**src/rtl/intc_pkg.sv**
```systemverilog
package intc_pkg;
  localparam logic [7:0] VEC_PAGE = 8'hFF;
  localparam logic [7:0] LO_TRAP  = 8'hF8;
  localparam logic [7:0] LO_SWI   = 8'hF6;
  localparam logic [7:0] LO_XIRQ  = 8'hF4;
  localparam logic [7:0] LO_IRQ   = 8'hF2;
  localparam logic [6:0] PSEL_RST = 7'h6F;   // byte 0xDE with bit 0 dropped

  // maskable index 0 is the IRQ pin, index k is peripheral k
  function automatic logic [7:0] msk_lo(input int idx);
    return LO_IRQ - 8'(2 * idx);
  endfunction
endpackage

```
**src/rtl/intc_psel.sv**
```systemverilog
module intc_psel
  import intc_pkg::*;
(
  input  logic       clk,
  input  logic       rst_n,
  input  logic       wr_i,
  input  logic [6:0] wsel_i,
  input  logic       imask_i,
  output logic [6:0] psel_o
);
  logic [6:0] psel_q, psel_d;
  logic       load;

  assign load = wr_i & imask_i;

  always_comb begin
    psel_d = psel_q;
    if (load) psel_d = wsel_i;
  end

  always_ff @(posedge clk or negedge rst_n) begin
    if (!rst_n) psel_q <= PSEL_RST;
    else        psel_q <= psel_d;
  end

  assign psel_o = psel_q;

  AST_PSEL_WR_IGNORED: assert property (@(posedge clk) disable iff (!rst_n)
    (wr_i && !imask_i) |=> (psel_o == $past(psel_o)));
  AST_PSEL_WR_TAKEN: assert property (@(posedge clk) disable iff (!rst_n)
    (wr_i && imask_i) |=> (psel_o == $past(wsel_i)));
endmodule

```
**src/rtl/intc_irq_pin.sv**
```systemverilog
module intc_irq_pin (
  input  logic clk,
  input  logic rst_n,
  input  logic pin_n_i,
  input  logic edge_mode_i,
  input  logic ack_i,
  output logic pend_o
);
  logic prev_q;
  logic latch_q, latch_d;
  logic fall;

  assign fall = prev_q & ~pin_n_i;

  always_comb begin
    latch_d = 1'b0;
    if (edge_mode_i) latch_d = (latch_q & ~ack_i) | fall;
  end

  always_ff @(posedge clk or negedge rst_n) begin
    if (!rst_n) begin
      prev_q  <= 1'b1;
      latch_q <= 1'b0;
    end else begin
      prev_q  <= pin_n_i;
      latch_q <= latch_d;
    end
  end

  assign pend_o = edge_mode_i ? latch_q : ~pin_n_i;

  AST_IRQ_EDGE_LATCH: assert property (@(posedge clk) disable iff (!rst_n)
    (edge_mode_i && prev_q && !pin_n_i) |=> latch_q);
  AST_IRQ_ACK_CLEAR: assert property (@(posedge clk) disable iff (!rst_n)
    (edge_mode_i && ack_i && !(prev_q && !pin_n_i)) |=> !latch_q);
endmodule

```
**src/rtl/intc_arb.sv**
```systemverilog
module intc_arb
  import intc_pkg::*;
#(
  parameter int N_MSK = 13,
  localparam int IW = $clog2(N_MSK)
) (
  input  logic [N_MSK-1:0] mreq_i,
  input  logic [6:0]       psel_i,
  output logic             hit_o,
  output logic [IW-1:0]    idx_o
);
  logic [N_MSK-1:0] match;

  for (genvar g = 0; g < N_MSK; g++) begin : g_match
    localparam logic [7:0] LO = msk_lo(g);
    assign match[g] = (LO[7:1] == psel_i);
  end

  always_comb begin
    hit_o = 1'b0;
    idx_o = '0;
    for (int i = N_MSK - 1; i >= 0; i--) begin
      if (mreq_i[i]) begin
        hit_o = 1'b1;
        idx_o = IW'(i);
      end
    end
    for (int i = 0; i < N_MSK; i++) begin
      if (mreq_i[i] && match[i]) idx_o = IW'(i);
    end
  end
endmodule

```
**src/rtl/intc_top.sv**
```systemverilog
module intc_top
  import intc_pkg::*;
#(
  parameter int N_PER = 12
) (
  input  logic             clk,
  input  logic             rst_n,
  input  logic [N_PER-1:0] per_flag_i,
  input  logic [N_PER-1:0] per_en_i,
  input  logic             irq_n_i,
  input  logic             irq_edge_i,
  input  logic             xirq_n_i,
  input  logic             swi_i,
  input  logic             trap_i,
  input  logic             imask_i,
  input  logic             xmask_i,
  input  logic             psel_wr_i,
  input  logic [7:0]       psel_wdata_i,
  input  logic             bnd_i,
  input  logic             ack_i,
  output logic             req_o,
  output logic [15:0]      vec_o
);
  localparam int N_MSK = N_PER + 1;
  localparam int IW    = $clog2(N_MSK);

  logic [6:0]       psel;
  logic             irq_pend;
  logic             ack_irq;
  logic [N_MSK-1:0] mreq;
  logic             arb_hit;
  logic [IW-1:0]    arb_idx;
  logic             xirq_act;
  logic             win_any;
  logic [7:0]       win_lo;
  logic             req_q, req_d;
  logic [7:0]       lo_q, lo_d;
  logic             wdata_unused;

  assign wdata_unused = psel_wdata_i[0];

  intc_psel u_psel (
    .clk     (clk),
    .rst_n   (rst_n),
    .wr_i    (psel_wr_i),
    .wsel_i  (psel_wdata_i[7:1]),
    .imask_i (imask_i),
    .psel_o  (psel)
  );

  assign ack_irq = ack_i & req_q & (lo_q == LO_IRQ);

  intc_irq_pin u_irq (
    .clk         (clk),
    .rst_n       (rst_n),
    .pin_n_i     (irq_n_i),
    .edge_mode_i (irq_edge_i),
    .ack_i       (ack_irq),
    .pend_o      (irq_pend)
  );

  assign mreq = {per_flag_i & per_en_i, irq_pend} & {N_MSK{~imask_i}};

  intc_arb #(.N_MSK(N_MSK)) u_arb (
    .mreq_i (mreq),
    .psel_i (psel),
    .hit_o  (arb_hit),
    .idx_o  (arb_idx)
  );

  assign xirq_act = ~xirq_n_i & ~xmask_i;

  always_comb begin
    win_any = 1'b1;
    win_lo  = 8'h00;
    if (trap_i)        win_lo = LO_TRAP;
    else if (swi_i)    win_lo = LO_SWI;
    else if (xirq_act) win_lo = LO_XIRQ;
    else if (arb_hit)  win_lo = msk_lo(int'(arb_idx));
    else               win_any = 1'b0;
  end

  always_comb begin
    req_d = req_q;
    lo_d  = lo_q;
    if (ack_i) begin
      req_d = 1'b0;
    end else if (bnd_i) begin
      req_d = win_any;
      lo_d  = win_lo;
    end
  end

  always_ff @(posedge clk or negedge rst_n) begin
    if (!rst_n) begin
      req_q <= 1'b0;
      lo_q  <= 8'h00;
    end else begin
      req_q <= req_d;
      lo_q  <= lo_d;
    end
  end

  assign req_o = req_q;
  assign vec_o = {VEC_PAGE, lo_q};

  AST_TRAP_FIRST: assert property (@(posedge clk) disable iff (!rst_n)
    (bnd_i && !ack_i && trap_i) |=> (req_o && vec_o[7:0] == LO_TRAP));
  AST_SWI_IGNORES_X: assert property (@(posedge clk) disable iff (!rst_n)
    (bnd_i && !ack_i && !trap_i && swi_i) |=> (req_o && vec_o[7:0] == LO_SWI));
  AST_IMASK_BLOCKS: assert property (@(posedge clk) disable iff (!rst_n)
    (bnd_i && !ack_i && imask_i && !trap_i && !swi_i && (xmask_i || xirq_n_i))
      |=> !req_o);
  AST_HOLD_OFF_BND: assert property (@(posedge clk) disable iff (!rst_n)
    (!bnd_i && !ack_i) |=> ($stable(req_o) && $stable(vec_o)));
  AST_ACK_CLEARS: assert property (@(posedge clk) disable iff (!rst_n)
    ack_i |=> !req_o);
  AST_PAGE_TOP: assert property (@(posedge clk) disable iff (!rst_n)
    vec_o[15:8] == 8'hFF);
endmodule

```
**config.mk**
```make
export PLATFORM = sky130hd
export DESIGN_NAME = intc_top
export DESIGN_NICKNAME = d
export VERILOG_FILES = /design/src/rtl/intc_pkg.sv /design/src/rtl/intc_psel.sv /design/src/rtl/intc_irq_pin.sv /design/src/rtl/intc_arb.sv /design/src/rtl/intc_top.sv
export SDC_FILE = /design/constraint.sdc
export NUM_CORES = 1
export LEC_CHECK = 0
export BUFFER_PORTS_ARGS = -buffer_cell sky130_fd_sc_hd__buf_2
export CORE_MARGIN = 4
export CORE_UTILIZATION = 30
export CTS_BUF_LIST = sky130_fd_sc_hd__clkbuf_4 sky130_fd_sc_hd__clkbuf_8 sky130_fd_sc_hd__clkbuf_16
export DETAILED_ROUTE_END_ITERATION = 8
export GPL_ROUTABILITY_DRIVEN = 0
export HOLD_SLACK_MARGIN = 0.05
export MAX_ROUTING_LAYER = met4
export PLACE_DENSITY = 0.58
export SLEW_MARGIN = 20
export SYNTH_ARGS = -nofsm -noshare
export SYNTH_HDL_FRONTEND = slang
export SYNTH_SLANG_ARGS = --single-unit
```
**constraint.sdc**
```tcl
create_clock -name clk -period 2.6 [get_ports clk]
set_input_delay 0.52 -clock clk [delete_from_list [all_inputs] [get_ports clk]]
set_output_delay 0.52 -clock clk [all_outputs]
set_load 0.05 [all_outputs]
```
## Word-level counts from Yosys, hierarchy flattened

Cells that the tools add are included.

| word-level totals | value |
|---|---|
| register bits | 18 |

| operators by class | value |
|---|---|
| eq/ne operators | 14 |
| muxes and demuxes | 51 |
| bitwise operators | 15 |
| reduce and logical (&&, ||, !) cells | 15 |
| add/subtract/negate cells | 1 |

Operator list:

| kind | number |
|---|---|
| $mux W4 | 26 |
| $eq A7 B7 Y1 const A | 13 |
| $mux W8 | 4 |
| $mux W1 | 21 |
| $and A13 B13 Y13 | 1 |
| $logic_and A1 B1 Y1 | 13 |
| $and A12 B12 Y12 | 1 |
| $eq A8 B8 Y1 const B | 1 |
| $sub A5 B6 Y7 const A | 1 |
| $and A1 B1 Y1 | 6 |
| $not A1 Y1 | 6 |
| $reduce_and A2 Y1 | 1 |
| $reduce_bool A2 Y1 | 1 |
| $or A1 B1 Y1 | 1 |

## Longest topological paths before layout

Gate-level depths: netlist of the first run.

| depth | value |
|---|---|
| depth in word-level cells | 34 |
| mapped depth | 11 |
| depth with buffers taken out | 10 |

## Modules after synthesis

A second synthesis of the first run with hierarchy kept.

| second synthesis, totals | value |
|---|---|
| cell total of the unflattened synthesis | 170 |
| area total of the unflattened synthesis | 1,397.6 sq um |

Modules (own cells, without submodules):

| module | area each (sq um) | seq. area each (sq um) | cells each | times used |
|---|---|---|---|---|
| intc_top | 583.1 | 175.2 | 80 | 1 |
| intc_arb | 457.9 | 0.0 | 68 | 1 |
| intc_psel | 267.8 | 182.7 | 15 | 1 |
| intc_irq_pin | 88.8 | 51.3 | 7 | 1 |

## Worst setup path before layout of the first run

OpenSTA, ideal clock, no wires.

| path | value |
|---|---|
| path kind | input to register |
| start | input imask_i |
| end | register lo_q[3] |
| library setup time | 0.131 ns |
| cell stages on the path | 7 |
| data arrival time | 2.062 ns |
| slack | 0.407 ns |
| data required time | 2.469 ns |
| path buffers | 1 |
| path through | buf_2 > or3b_4 > or3_4 > a21boi_2 > ha_1 > a31oi_1 > o21ai_0 |

| between the ends | value |
|---|---|
| cells in the longest elaborated chain, start to end | 33 |

RTL lines:

| what | line | source |
|---|---|---|
| start, declared | intc_top.sv:15 | `input logic imask_i,` |
| $not A1 Y1 * | intc_top.sv:62 | `assign mreq = {per_flag_i & per_en_i, irq_pend} & {N_MSK{~imask_i}};` |
| $and A13 B13 Y13 * | intc_top.sv:62 |  |
| $mux W4 (13 in a row) | intc_arb.sv:23 | `if (mreq_i[i]) begin` |
| $mux W4 (13 in a row) | intc_arb.sv:29 | `if (mreq_i[i] && match[i]) idx_o = IW'(i);` |
| $sub A5 B6 Y7 | intc_pkg.sv:11 | `return LO_IRQ - 8'(2 * idx);` |
| $mux W8 * | intc_top.sv:79 | `else if (arb_hit) win_lo = msk_lo(int'(arb_idx));` |
| $mux W8 * | intc_top.sv:78 | `else if (xirq_act) win_lo = LO_XIRQ;` |
| $mux W8 * | intc_top.sv:77 | `else if (swi_i) win_lo = LO_SWI;` |
| $mux W8 * | intc_top.sv:76 | `if (trap_i) win_lo = LO_TRAP;` |
| end signal, assigned | intc_top.sv:100 | `lo_q <= lo_d;` |
| end, declared | intc_top.sv:37 | `logic [7:0] lo_q, lo_d;` |

Mark *: on every way between the ends. The rest lies on a longest branch, timed or not.
A chain may end at the register's enable or synchronous reset.

## Final worst setup path of the first run

| path | value |
|---|---|
| start | register u_psel.psel_q[5], in the netlist u_psel.psel_o[5] |
| end | register lo_q[3] |

| between the ends | value |
|---|---|
| cells in the longest elaborated chain, start to end | 20 |

RTL lines:

| what | line | source |
|---|---|---|
| start, declared | intc_psel.sv:11 | `logic [6:0] psel_q, psel_d;` |
| start signal, assigned | intc_psel.sv:23 | `else psel_q <= psel_d;` |
| $eq A7 B7 Y1 | intc_arb.sv:16 | `assign match[g] = (LO[7:1] == psel_i);` |
| $logic_and A1 B1 Y1 | intc_arb.sv:29 |  |
| $mux W4 (12 in a row) | intc_arb.sv:29 |  |
| $mux W4 * | intc_arb.sv:29 |  |
| $sub A5 B6 Y7 * | intc_pkg.sv:11 |  |
| $mux W8 * | intc_top.sv:79 |  |
| $mux W8 * | intc_top.sv:78 |  |
| $mux W8 * | intc_top.sv:77 |  |
| $mux W8 * | intc_top.sv:76 |  |

Marks and branches as above.

==> results of run 1 <==
## synth_stat cells (all sizes together) (3+ instances only)
cell / n / area share
mux2: 7 / 0.057
nand2: 24 / 0.066
o21ai: 9 / 0.033
dfrtp: 9 / 0.16
buf: 13 / 0.070
nor2: 15 / 0.041
nor3: 4 / 0.015
nand3: 8 / 0.033
dfstp: 7 / 0.13
inv: 3 / 0.0082
a31oi: 9 / 0.041
nand4b: 3 / 0.019
a21oi: 7 / 0.026
and2: 3 / 0.014
nor4: 3 / 0.014
## worst max-delay path by stage
| stage | start | end | depth (start not counted) |
|---|---|---|---|
| after floorplan | imask_i | lo_q[3] | 7 |
| after global placement | imask_i | lo_q[3] | 10 |
| after detailed placement | imask_i | lo_q[3] | 10 |
| after CTS | u_psel.psel_o[6] | lo_q[3] | 9 |
| after global routing | u_psel.psel_o[2] | lo_q[4] | 10 |
| final | u_psel.psel_o[5] | lo_q[3] | 8 |
## registers in the layout, summed over array words and instances (netlist names)
name,cells
lo_q,6
u_irq.prev_q,1
req_o,1
u_psel.psel_o,7
u_irq.latch_q,1
## stage by stage
step / utilization / cells
3_5_place_dp: 0.372 / 266
4_1_cts: 0.383 / 270
3_3_place_gp: 0.372 / 266
5_1_grt: 0.383 / 270
6_report: 0.383 / 270
2_1_floorplan: - / 176
## area by class of cell
cell class	instances	area share
sequential	16	0.243
multi-input combinational	142	0.520
timing repair buffer	53	0.162
inverter	3	0.00670
tap	52	0.0387
clock buffer	4	0.0290
## power groups by stage
stage,sequential (W),clock (W),combinational [W]
finish,0.000327,0.000198,0.000304
global route,0.000334,0.000231,0.000334
CTS,0.000327,0.000212,0.000305
detailed placement,0.000331,0,0.000304
global placement,0.000330,0,0.000303
floorplan,0.000360,0,0.000193
## metal layers
layer,track usage,vias to the layer above,part of all wire
met5,-,-,0
li1,-,710,-
met4,0.0233,0,0.0099
met2,0.220,50,0.47
met3,0.0317,4,0.066
met1,0.170,605,0.45
## cell families after synthesis
logic type | count (synthesis)
fa+ha+maj | 1
other cells | 2
simple gates | 74
compound gates | 49
mux | 9
flops | 16
buf+inv | 18
==> results.cfg, run 1 <==
[timing]
setup_violations = 0
finClkSkew_ns = 0.00555
min_period_ns = 2.30
period_share = 0.886
setup_tns_ns = 0
timing.fmax_mhz = 434
fin_hold_ws_ns = 0.186
rsz0062_at_grt = false
drv_slew = 0
hold_viol = 0
setup_ws_ns = 0.295

[cells_and_area]
seqCellArea_um2 = 409
final_common_cell = buf_2
nets = 264
nFillCells = 483
multi_input_area_um2 = 873
areaGrowthSynthToFinish_pct = 22.5
final_cell_mix = 50 x buf_2, 24 x nand2_1, 15 x nor2_1
diodes = 0
post-route-cell-area_um2 = 1680
drive_gt1_frac = 0.353

[hold_path]
hp-class = in2async

[drt]
drtIter0Drc = 38
num_vias = 1369
drt_pass1_iterations = 4
drc_errors = 0
wl_per_cell_um = 13.5
routed_wl_um = 3640
vias_per_cell = 5.07
drtAntennaViolNets = 0

[grt]
grt_pass1_vias = 1273
grt.total_usage = 0.134
grt_start_max_net_pins = 17
grt_overflow = 0
grt_first_pass_wirelength_um = 5770
antenna_found_initial = 0

[yosys]
synth-simple-area-share = 0.279
synth_edf_count = 0
yosys_warnings = 0
synth-xor-area-share = 0
syn_inst = 169
syn_avg_cell_area_um2 = 8.11
synth_ff_type = dfrtp_1
muxShareOfSynthArea = 0.0721
synth-compound-area-share = 0.252
ys_types = 54
synth_top_family_by_area = simple AND/OR/NAND/NOR gates
synthArstFlopShare = 1.00
synth-seq-area-share = 0.298
post_synth_instance_area_um2 = 1370
yosys.area_share.adder = 0.00912
ys_seq_elements = 16

[setup_path]
cp_max_fo = 4
path_cells = nand3_1 -> o31a_1 -> o32a_1 -> o21ai_1 -> nand3_1 -> ha_1 -> a31oi_1 -> o21ai_0
slowest_delay_ns = 0.55
cp.required_ns = 2.72
worstReg2RegEnd = lo_q[3]
critPathTopFamily = compound AO/OA/AOI/OAI gates
crit_top_cell = nand3_1
path_class = reg2reg
startpoint_type = flip-flop
path_buf_inv = 0
cp-end-kind = flip-flop
rr_worst_depth = 8
reg2reg_slack_ns = 0.30
worstReg2RegStart = u_psel.psel_o[5]
slowest_stage = dfstp_2
cp.arrival_ns = 2.43

[clocking]
ctsResizeCount = 0
numCtsBuffers = 3
cts_hold_buf = 0
clk_pin_slew_ns = 0.06
clockBufferDepth = 2
clkSinkCount = 16
root_buffer = clkbuf_8
htree_levels = 1
clock_latency_ns = 0.25
post_cts_buffers = 0
cts_tree = done

[floorplanning]
placement_rows = 24
die_y_um = 75.6
die_x_um = 75.6
io_pins = 61
dieArea_um2 = 5720
initial_core_util = 0.313
core_area_um2 = 4380

[place]
placed_cell_area_um2 = 1630
io_buffers = 50
dp_slack_ns = 0.158
post-dp-hpwl_um = 3020

[power]
vdd_drop_max_v = 0.000298
power.total_w = 0.000829
p_switching_w = 0.000308
power_frac_seq = 0.395
pwr-share-comb = 0.366
leakage_nw = 0.732
powerDensity_nw_per_um2 = 493
clock_power_share = 0.239
switching_share = 0.371
power.internal_w = 0.000521

[job]
drv_cap = 0

[status]
status = complete, no violations
No activity file was read; power rests on OpenSTA's default activity.
==> inputs of run 2 (changes only) <==
CORE_MARGIN = 2   (was 4)
==> results.cfg, run 2 (synthesized netlist as in run 1, its figures left out) <==
[setup_path]
cp.required_ns = 2.73
cp_max_fo = 5
slowest_delay_ns = 0.52
cp-end-kind = flip-flop
crit_top_cell = o21ai_0
startpoint_type = flip-flop
slowest_stage = dfstp_2
cp.arrival_ns = 2.40
cp-startpoint = u_psel.psel_o[2]
worstReg2RegStart = u_psel.psel_o[2]
path_class = reg2reg
path_cells = or3b_4 -> nor2_1 -> a311o_2 -> o21ai_0 -> o32ai_1 -> a21boi_2 -> ha_1 -> a31oi_1 -> o21ai_0

[floorplanning]
placement_rows = 24
initial_core_util = 0.313
die_x_um = 71.6
io_pins = 61
die_y_um = 71.6
core_area_um2 = 4380
dieArea_um2 = 5130

[grt]
grt.busiest_layer = met2
grt_use_met3 = 0.0380
grt_pass1_vias = 1302
grt_first_pass_wirelength_um = 5830
use_met1 = 0.187
grt_start_max_net_pins = 17
grt_overflow = 0
grt.total_usage = 0.146
use_met2 = 0.236
antenna_found_initial = 0

[cells_and_area]
final_cell_mix = 50 x buf_2, 24 x nand2_1, 15 x nor2_1
nFillCells = 479
areaGrowthSynthToFinish_pct = 23.1
nets = 265
drive_gt1_frac = 0.356
largest_reg_flops = 7
final_common_cell = buf_2
diodes = 0

[clocking]
clockBufferDepth = 2
clk_pin_slew_ns = 0.07
ctsResizeCount = 0
clock_latency_ns = 0.25
cts_hold_buf = 0
root_buffer = clkbuf_8
htree_levels = 1
clkSinkCount = 16
cts_tree = done
numCtsBuffers = 3
post_cts_buffers = 0

[timing]
setup_tns_ns = 0
timing.fmax_mhz = 440
setup_ws_ns = 0.327
finClkSkew_ns = 0.00797
setup_violations = 0
drv_slew = 0
period_share = 0.874
min_period_ns = 2.27
rsz0062_at_grt = false
hold_viol = 0

[drt]
num_vias = 1384
drt_pass1_iterations = 4
wl_per_cell_um = 12.9
drtAntennaViolNets = 0
vias_per_cell = 5.11
routed_wl_um = 3490
drc_errors = 0
drtIter0Drc = 46

[hold_path]
hp-class = in2async

[place]
dp_slack_ns = 0.155
post-dp-hpwl_um = 2930
io_buffers = 50

[power]
leakage_nw = 0.737
vdd_drop_max_v = 0.000235
powerDensity_nw_per_um2 = 495

[job]
drv_cap = 0

[status]
status = complete, no violations
-- run 2: cell types whose count changed in the layout (fill, tap and decap cells not counted) --
cell,change
buf_4,+1
-- run 2: where the power goes --
| group | switching, W | internal, W | leakage, nW |
|---|---|---|---|
| combinational | 0.000193 | 0.000112 | 0.533 |
| clock | 0.0000835 | 0.000119 | 0.0262 |
| sequential | 0.0000358 | 0.000292 | 0.178 |
-- run 2: final timing paths --
path                                     to  slack [ns]  cells after the start
max in group asynchronous  u_psel.psel_o[6]        2.11                      1
hold reg to reg               u_irq.latch_q        0.50                      2
min in group clk               u_irq.prev_q        0.38                      1
hold / removal                      lo_q[4]        0.17                      1
setup reg to reg                    lo_q[3]        0.33                      9
setup / recovery                    lo_q[3]        0.33                      9
-- run 2: critical path, delay by kind of cell, from the launching register on --
| kind | cells | cell delay [ns] |
|---|---|---|
| compound gates | 6 | 0.74 |
| simple gates | 2 | 0.59 |
| flops | 1 | 0.52 |
| fa+ha+maj | 1 | 0.31 |
-- run 2: final cells by class --
cell class | count | area [um2] | share of cell area
clock buffers | 4 | 48.8 | 0.0289
inverters | 3 | 11.3 | 0.00667
multi-input cells | 142 | 873 | 0.517
flip-flops and latches | 16 | 409 | 0.242
well taps | 52 | 65.1 | 0.0385
repair buffers | 54 | 280 | 0.166
-- run 2: stage by stage --
| step | std cells | area (um2) | total power (W) | util | hold WS [ns] |
|---|---|---|---|---|---|
| after CTS | 271 | 1690 | 0.000845 | 0.385 | 0.183 |
| after global routing | 271 | 1690 | 0.000893 | 0.385 | 0.181 |
| after global placement | 267 | 1640 | 0.000635 | 0.374 | 0.448 |
| final | 271 | 1690 | 0.000835 | 0.385 | 0.171 |
| after floorplan | 176 | 1400 | 0.000554 | - | 0.224 |
| after detailed placement | 267 | 1640 | 0.000636 | 0.374 | 0.456 |
-- run 2: metal layers --
layer | part of all wire | vias up
met5 | 0 | -
met4 | 0.0098 | 0
met3 | 0.050 | 4
met2 | 0.48 | 38
met1 | 0.46 | 627
li1 | - | 715
==> inputs of run 3 (changes only) <==
PLACE_DENSITY = unset   (was 0.58)
SETUP_SLACK_MARGIN = 0.2   (was unset)
SYNTH_HIERARCHICAL = 1   (was unset)
==> results.cfg, run 3 <==
[yosys]
synthArstFlopShare = 1.00
post_synth_instance_area_um2 = 1400
synth_ff_type = dfrtp_1
synth-seq-area-share = 0.293
syn_inst = 170
yosysTopAreaCell = dfrtp_1
ys_types = 46
ys_seq_elements = 16
yosys_warnings = 6
syn_avg_cell_area_um2 = 8.22
yosysMostFrequentCell = nor2_1
synth_top_area_frac = 0.161
synth_edf_count = 0
yosys-top-cells-area = dfrtp_1 16%, dfstp_2 13%, mux2_2 8.1%, nor2_1 6.7%, nand2_1 6.2%
synthTopCellsByCount = 25 x nor2_1, 23 x nand2_1, 11 x inv_1, 10 x buf_4, 10 x mux2_2

[floorplanning]
die_y_um = 72.3
dieArea_um2 = 5220
io_pins = 61
die_x_um = 72.3
placement_rows = 24
initial_core_util = 0.317
core_area_um2 = 4410

[setup_path]
startpoint_type = flip-flop
cp.arrival_ns = 2.50
path_class = reg2reg
cp-end-kind = flip-flop
cp.required_ns = 2.74
cp_max_fo = 4

[timing]
period_share = 0.909
finClkSkew_ns = 0.00535
setup_violations = 0
timing.fmax_mhz = 423
drv_slew = 0
setup_ws_ns = 0.237
hold_viol = 0
min_period_ns = 2.36
setup_tns_ns = 0
rsz0062_at_grt = true

[drt]
wl_per_cell_um = 11.6
num_vias = 1335
drc_errors = 0
routed_wl_um = 3260
vias_per_cell = 4.77
drtIter0Drc = 42
drt_pass1_iterations = 4
drtAntennaViolNets = 0

[grt]
grt.total_usage = 0.134
antenna_found_initial = 0
grt_pass1_vias = 1275
use_met2 = 0.227
grt_start_max_net_pins = 17
use_met1 = 0.170
grt_first_pass_wirelength_um = 5490
grt.busiest_layer = met2
grt_use_met3 = 0.0292
grt_overflow = 0

[clocking]
cts_tree = done
root_buffer = clkbuf_8
clkSinkCount = 16
numCtsBuffers = 3
clockBufferDepth = 2
clk_pin_slew_ns = 0.07
htree_levels = 1
clock_latency_ns = 0.25

[power]
power.total_w = 0.000864
leakage_nw = 0.857
powerDensity_nw_per_um2 = 476
vdd_drop_max_v = 0.000241

[cells_and_area]
largest_reg_flops = 7
nFillCells = 469
seqCellArea_um2 = 409
drive_gt1_frac = 0.452
areaGrowthSynthToFinish_pct = 30.0
nets = 274
final_common_cell = buf_2
multi_input_area_um2 = 906
final_cell_mix = 50 x buf_2, 24 x nor2_1, 22 x nand2_1
diodes = 0

[place]
io_buffers = 50
post-dp-hpwl_um = 2580
dp_slack_ns = 0.0645

[job]
drv_cap = 0

[status]
status = complete, no violations

[hold_path]
hp-class = in2async
-- run 3: final timing paths --
path                       slack [ns]             start  depth (start not counted)          endpoint
max reg2reg                      0.24  u_psel/psel_o[5]                          9           lo_q[3]
min                              0.18             rst_n                          1     u_irq/latch_q
min reg2reg                      0.52      u_irq/prev_q                          2     u_irq/latch_q
max in group asynchronous        2.11             rst_n                          1  u_psel/psel_o[1]
min in group clk                 0.38           irq_n_i                          1      u_irq/prev_q
max                              0.24  u_psel/psel_o[5]                          9           lo_q[3]
-- run 3: power by group --
| part | total, W | switching, W | internal (W) |
|---|---|---|---|
| clock | 0.000219 | 0.0000850 | 0.000134 |
| sequential | 0.000332 | 0.0000412 | 0.000290 |
| combinational | 0.000313 | 0.000180 | 0.000134 |
-- run 3: layer usage --
layer  up-vias  share of wire
met3         2          0.052
met1       605           0.46
met2        37           0.49
li1        691              -
met5         -              0
met4         0         0.0025
-- run 3: worst max-delay path, cell delays in order, from the launching register on --
cell and delay [ns]:
dfstp_2 0.54, nand2_2 0.06, or3_4 0.41, or3b_4 0.44
a31oi_4 0.21, inv_2 0.04, ha_1 0.28, nand2_1 0.08
nor3_2 0.04, o22a_1 0.16
-- run 3: logic make-up after synthesis --
group / Yosys count / synth area share
AND/OR/NAND/NOR: 78 / 0.293
AO/OA/AOI/OAI: 29 / 0.158
buffers and inverters: 26 / 0.105
multiplexers: 17 / 0.131
flip-flops: 16 / 0.293
other: 2 / 0.00537
adder cells (fa/ha/maj): 1 / 0.00895
XOR/XNOR: 1 / 0.00627
-- run 3: timing repair --
| item | 4_1_cts | 5_1_grt |
|---|---|---|
| resized for setup | 0 | 7 |
| hold buffers | 0 | 0 |
| buffers inserted | 0 | 3 |
| setup endpoints to repair | 0 | 2 |
-- run 3: cell type report --
| class | count | area share |
|---|---|---|
| multi-input cells | 135 | 0.499 |
| clock buffers | 4 | 0.0303 |
| well taps | 52 | 0.0358 |
| flip-flops and latches | 16 | 0.225 |
| repair buffers | 62 | 0.187 |
| inverters | 11 | 0.0227 |
-- run 3: metrics by stage --
stage / instances / cell area (um2) / hold WS (ns) / utilization
floorplan: 177 / 1430 / 0.224 / -
global placement: 273 / 1700 / 0.451 / 0.386
detailed placement: 273 / 1700 / 0.457 / 0.386
CTS: 277 / 1760 / 0.181 / 0.399
global route: 280 / 1820 / 0.196 / 0.412
finish: 280 / 1820 / 0.176 / 0.412
